$ cat config.mk
export PLATFORM = sky130hd
export DESIGN_NAME = hb_serial_ctrl
export DESIGN_NICKNAME = d
export VERILOG_FILES = /design/src/rtl/hb_serial_ctrl.sv
export SDC_FILE = /design/constraint.sdc
export NUM_CORES = 1
export LEC_CHECK = 0
export BUFFER_PORTS_ARGS = -buffer_cell sky130_fd_sc_hd__buf_2
export CORE_MARGIN = 10
export CORE_UTILIZATION = 50
export CTS_CLUSTER_DIAMETER = 120
export DETAILED_ROUTE_END_ITERATION = 16
export PLACE_DENSITY_LB_ADDON = 0.1
export SKIP_CTS_REPAIR_TIMING = 1
export SLEW_MARGIN = 10
export SYNTH_ARGS = -nofsm -noshare
export SYNTH_HDL_FRONTEND = slang
export SYNTH_SLANG_ARGS = --single-unit
$ cat constraint.sdc
create_clock -name clk -period 2.4 [get_ports clk]
set_input_delay 0.48 -clock clk [delete_from_list [all_inputs] [get_ports clk]]
set_output_delay 0.48 -clock clk [all_outputs]
set_load 0.02 [all_outputs]
$ cat src/rtl/hb_serial_ctrl.sv
module hb_serial_ctrl #(
  parameter int WORD_W = 16,
  parameter int NUM_BR = 3
) (
  input  logic              clk,
  input  logic              rst_n,
  input  logic              cs_n,
  input  logic              sck,
  input  logic              sdi,
  output logic              sdo,
  output logic              sdo_oe,
  output logic [NUM_BR-1:0] ls_on,
  output logic [NUM_BR-1:0] hs_on,
  output logic              ocs_en,
  input  logic              temp_warn,
  input  logic [2*NUM_BR-1:0] sw_stat,
  input  logic              scd_pulse,
  input  logic              opl_pulse,
  input  logic              psf_pulse
);
  localparam int CW     = $clog2(WORD_W + 2);
  localparam int SRR_B  = 0;
  localparam int SW_B   = 1;
  localparam int OCS_B  = 13;
  localparam int FLG_B  = 13;
  localparam logic [CW-1:0] FULL = CW'(WORD_W);
  localparam logic [CW-1:0] OVER = CW'(WORD_W + 1);

  logic              cs_q, sck_q;
  logic [WORD_W-1:0] rx_sr, tx_sr, stat_word;
  logic [CW-1:0]     bit_cnt;
  logic [2:0]        flags;
  logic [NUM_BR-1:0] ls_nx, hs_nx;

  wire active   = ~cs_q & ~cs_n;
  wire cs_fall  = cs_q & ~cs_n;
  wire cs_rise  = ~cs_q & cs_n;
  wire sck_fall = active & sck_q & ~sck;
  wire sck_rise = active & ~sck_q & sck;
  wire apply    = cs_rise & (bit_cnt == FULL);
  wire clr      = apply & rx_sr[SRR_B];

  assign sdo_oe = ~cs_q;
  assign sdo    = sdo_oe & tx_sr[0];

  always_comb begin
    stat_word = '0;
    stat_word[0] = temp_warn;
    stat_word[SW_B +: 2*NUM_BR] = sw_stat;
    stat_word[FLG_B +: 3] = flags;
  end

  for (genvar b = 0; b < NUM_BR; b++) begin : g_br
    wire lo_req = rx_sr[SW_B + 2*b];
    wire hi_req = rx_sr[SW_B + 2*b + 1];
    assign ls_nx[b] = lo_req & ~hi_req;
    assign hs_nx[b] = hi_req & ~lo_req;
  end

  always_ff @(posedge clk) begin
    if (!rst_n) begin
      cs_q    <= 1'b1;
      sck_q   <= 1'b0;
      rx_sr   <= '0;
      tx_sr   <= '0;
      bit_cnt <= '0;
      flags   <= '0;
      ls_on   <= '0;
      hs_on   <= '0;
      ocs_en  <= 1'b1;
    end else begin
      cs_q  <= cs_n;
      sck_q <= sck;
      flags <= {psf_pulse, opl_pulse, scd_pulse} | (flags & ~{3{clr}});
      if (cs_fall) begin
        bit_cnt <= '0;
        tx_sr   <= stat_word;
      end else begin
        if (sck_fall) begin
          rx_sr <= {sdi, rx_sr[WORD_W-1:1]};
          if (bit_cnt != OVER) bit_cnt <= bit_cnt + 1'b1;
        end
        if (sck_rise && bit_cnt != '0) tx_sr <= {1'b0, tx_sr[WORD_W-1:1]};
      end
      if (apply) begin
        ls_on  <= ls_nx;
        hs_on  <= hs_nx;
        ocs_en <= rx_sr[OCS_B];
      end
    end
  end
endmodule

After elaboration in Yosys (flattened, before gate mapping)
Cells that the tools add are included.
- muxes and demuxes: 2
- add/subtract/negate cells: 1
- equality and inequality tests: 2
- reduce and logical (&&, ||, !) cells: 6
- bitwise operators: 31
- operators with widths (cell ; count):
    $mux 16 ; 2
    $and 1x1->1 ; 16
    $not 1->1 ; 12
    $add 5x1->5 const B ; 1
    $eq 5x5->1 const B ; 1
    $ne 5x5->1 const B ; 1
    $reduce_bool 5->1 ; 1
    $reduce_and 2->1 ; 2
    $and 3x3->3 ; 1
    $not 3->3 ; 1
    $or 3x3->3 ; 1
    $reduce_bool 2->1 ; 1
    $reduce_or 2->1 ; 1
    $logic_and 1x1->1 ; 1
- flip-flop bits (word level): 49
- word-level logic and storage cells: 52
- input bits: 15

Logic depth before layout (Yosys ltp)
- depth in word-level cells: 7
- mapped depth: 6
- depth with buffers taken out: 5

Least setup slack after synthesis
OpenSTA, ideal clock, no wires.
- path kind: input to register
- from: input cs_n
- to: register bit_cnt[0]
- cell stages on the path: 5
- arrival time: 1.670 ns
- setup slack: 0.658 ns
- cell sequence: buf_6 > or4b_4 > buf_6 > a21oi_1 > mux2i_1
- word-level cells in the longest chain between the ends: 5
- RTL lines (element ; line ; RTL):
    start, declared ; 7 ; input logic cs_n,
    $not 1->1 * ; 35, 36 ;
    $and 1x1->1 ; 35 ; wire active = ~cs_q & ~cs_n;
    $and 1x1->1 (2 in series) ; 38 ; wire sck_fall = active & sck_q & ~sck;
    $reduce_and 2->1 (no line) ; n/a ;
    end signal, assigned ; 81 ; if (bit_cnt != OVER) bit_cnt <= bit_cnt + 1'b1;
    end, declared ; 31 ; logic [CW-1:0] bit_cnt;
Every way passes the cells marked *; elsewhere a longest branch is shown, timed or not.
A chain may end at the register's enable or synchronous reset.

Final worst setup path
- from: register bit_cnt[0]
- to: register tx_sr[15]
- word-level cells in the longest chain between the ends: 3
- RTL lines (element ; line ; RTL):
    $reduce_bool 5->1 ; 83 ; if (sck_rise && bit_cnt != '0) tx_sr <= {1'b0, tx_sr[WORD_W-1:1]};
    $logic_and 1x1->1 ; 83 ;
    $reduce_bool 2->1 (no line) ; n/a ;
    end signal, assigned ; 77 ; tx_sr <= stat_word;
    end signal, assigned ; 83 ;
    end, declared ; 30 ; logic [WORD_W-1:0] rx_sr, tx_sr, stat_word;
No other way between the ends.

==> run_results.csv <==
group,metric,value,unit
run_status,outcome,"finished clean",
yosys,synthesis.area,2127,um^2
worst_setup_path,crit_start,"bit_cnt[0]",
yosys,yosysSeqAreaShare,0.4612,
final_layout,nFillCells,384,
sta,setup_tns,0,ns
yosys,ys_warn_count,0,
clocking,cts_tree,"built",
sta,drv_slew,0,
final_layout,seq_area,980.9,um^2
grt,overflow,0,
floorplan,die_w,85.23,um
drt,dr.pass1.iters,5,
final_layout,syn2layout_area_growth,11.06,%
yosys,synth_top_area_cell,"dfxtp_1",
drt,via_per_inst,5.438,
min_path,holdPathStages,3,
floorplan,start_util,0.5242,
floorplan,coreArea,4058,um^2
yosys,syn_area_per_cell,8.717,um^2
worst_setup_path,worstPathRequired,2.65,ns
sta,fmax,569.6,MHz
final_layout,final_common_cell,"dfxtp_1",
drt,vias,1702,
min_path,hp-class,"in2reg",
place,portBuffers,23,
drt,totalWireLength,4447,um
clocking,cts_root_buffer,"clkbuf_8",
floorplan,die_area,7263,um^2
power_and_ir_drop,power_density,616.0,nW/um^2
final_layout,layout_common_cells,"49 x dfxtp_1, 33 x nand2_1, 27 x o21ai_0",
min_path,hp-start,"sdi",
sta,rsz0062_at_grt,"false",
sta,worst_slack,0.6445,ns
sta,finalCriticalPeriod,1.756,ns
sta,hold_viol_final,0,
floorplan,row_count,23,
grt,antenna_found_initial,0,
clocking,cts-buffers-inserted,5,
sta,fin_hold_ws,0.4186,ns
worst_setup_path,rrSetupSlack,0.64,ns
place,place_ws,0.4772,ns
grt,globalRouteTotalUtil,0.1256,
clocking,clock_path_buffers,2,
drt,wire_per_inst,14.21,um
worst_setup_path,path_max_fanout,10,
power_and_ir_drop,ir_worst_vdd,0.2905,mV
yosys,syn_inst,244,
drt,drc_errors,0,
clocking,htreeDepth,2,
power_and_ir_drop,p_leak,0.8436,nW
yosys,synth_top_area_share,0.4612,
floorplan,io_pins,24,
worst_setup_path,r2r-end,"tx_sr[15]",
worst_setup_path,worst-setup-path-type,"reg2reg",
place,gp_congestion,0.7161,
yosys,synthTopCellsByArea,"dfxtp_1 46%, a21boi_0 7.8%, o21ai_0 6.4%",
grt,grt_max_degree,28,
final_layout,finalNonFillerCells,313,
clocking,clkTransAtPathRegs,0.09,ns
final_layout,drive_gt1_frac,0.1711,
yosys,mappedNetlistNets,262,
grt,grt_pass1_vias,1570,
worst_setup_path,critPathCaptureType,"flop",
yosys,yosysUniqueCellTypes,35,
final_layout,antenna_cells,0,
clocking,insertion_delay,0.30,ns
worst_setup_path,cp.arrival,2.00,ns
final_layout,nNetsFinal,280,
place,hpwlAfterDp,3072,um
drt,drtIter0Drc,63,
sta,tightest_slew,0.5637,ns
worst_setup_path,start_kind,"flop",
worst_setup_path,r2r_cells,5,
worst_setup_path,r2r-start,"bit_cnt[0]",
floorplan,die_h,85.23,um
sta,fin_skew,0.006832,ns
final_layout,multi_input_area,1031,um^2
final_layout,fin_area,2362,um^2
drt,ant_nets,0,
place,dp.cells,305,
place,placed_area,2261,um^2
flow_run,cap_violations,0,
sta,finalSetupViolCount,0,
grt,grt_pass1_wl,7762,um
min_path,min_to,"rx_sr[15]",
yosys,ys_seq_elements,49,
sta,timing.final.crit_share,0.7315,
clocking,cts.sinks,49,
sta,max-slew-margin-rel,0.6226,
cell families (layout without fill, tap and decap cells):
kind of cell / Yosys count / count (layout) / share of synthesized area
buffers and inverters: 25 / 44 / 0.05412
adder cells (fa/ha/maj): 3 / 3 / 0.01765
AO/OA/AOI/OAI: 71 / 71 / 0.2082
AND/OR/NAND/NOR: 92 / 92 / 0.2394
multiplexers: 4 / 4 / 0.01941
flip-flops: 49 / 49 / 0.4612
synth_stat cells:
cell      count
or4b_4        1
nor3b_2       1
a211oi_1      9
nand2b_1      2
and3b_1       1
nand3_1      14
nand3b_1      2
clkbuf_1     12
nor2_1       10
and3_1        1
and2_1        1
a21boi_0     22
nand4b_1      6
mux2_2        1
dfxtp_1      49
nor2b_1       2
nand2_1      33
nor4b_2       3
a2111o_1      1
nor3_1        9
buf_1         1
buf_4         1
buf_2         2
nand2_2       1
buf_6         2
or3_1         1
ha_1          3
nand4_1       1
inv_1         7
o21ai_0      27
a21oi_1       9
mux2i_1       3
or3b_2        1
or4b_1        2
a31oi_1       3
registers in the layout, indices dropped and copies added, names as in the netlist:
signal and flops:
cs_q 1, sck_q 1, ocs_en 1, flags 3, rx_sr 16, hs_on 3
tx_sr 16, ls_on 3, bit_cnt 5
cell type report:
cell class	instances	share of cell area
inverter	7	0.01112
sequential	49	0.4153
timing repair buffer	29	0.06780
clock buffer	7	0.04078
clock inverter	1	0.002119
multi-input combinational	170	0.4364
tap	50	0.02648
per-stage QoR:
step                  util  total power, mW
global placement    0.5572           0.9479
finish              0.5822            1.455
floorplan                -           0.9198
global route        0.5822            1.515
detailed placement  0.5572           0.9489
CTS                 0.5822            1.470
worst max path at each step:
stage          slack [ns]    endpoint  cells after the start
6_report             0.64   tx_sr[15]                      5
5_1_grt              0.52   tx_sr[15]                      5
4_1_cts              0.64    tx_sr[6]                      5
3_5_place_dp         0.48  bit_cnt[3]                      4
3_3_place_gp         0.50  bit_cnt[3]                      4
2_1_floorplan        0.66  bit_cnt[0]                      5
layer usage:
layer  wire length, um  vias to the layer above  track usage
met2              2079                       21       0.1941
met3               148                        5      0.03920
met4                41                        0      0.03593
li1                  -                      896            -
met5                 0                        -            0
met1              2177                      780       0.1631
report_power, final:
group	total [mW]	switching (mW)	leakage [nW]	internal [mW]
Clock	0.526	0.265	0.0542	0.261
Combinational	0.0874	0.0493	0.391	0.0381
Sequential	0.841	0.0113	0.398	0.830
Total	1.46	0.326	0.844	1.13
worst max-delay path, stage by stage (launching register included):
cell and delay (ns):
dfxtp_1 0.36, inv_1 0.09, ha_1 0.21, or4b_1 0.60, nand2_2 0.26, and3_1 0.18
Power figures use the tool's default switching activity.
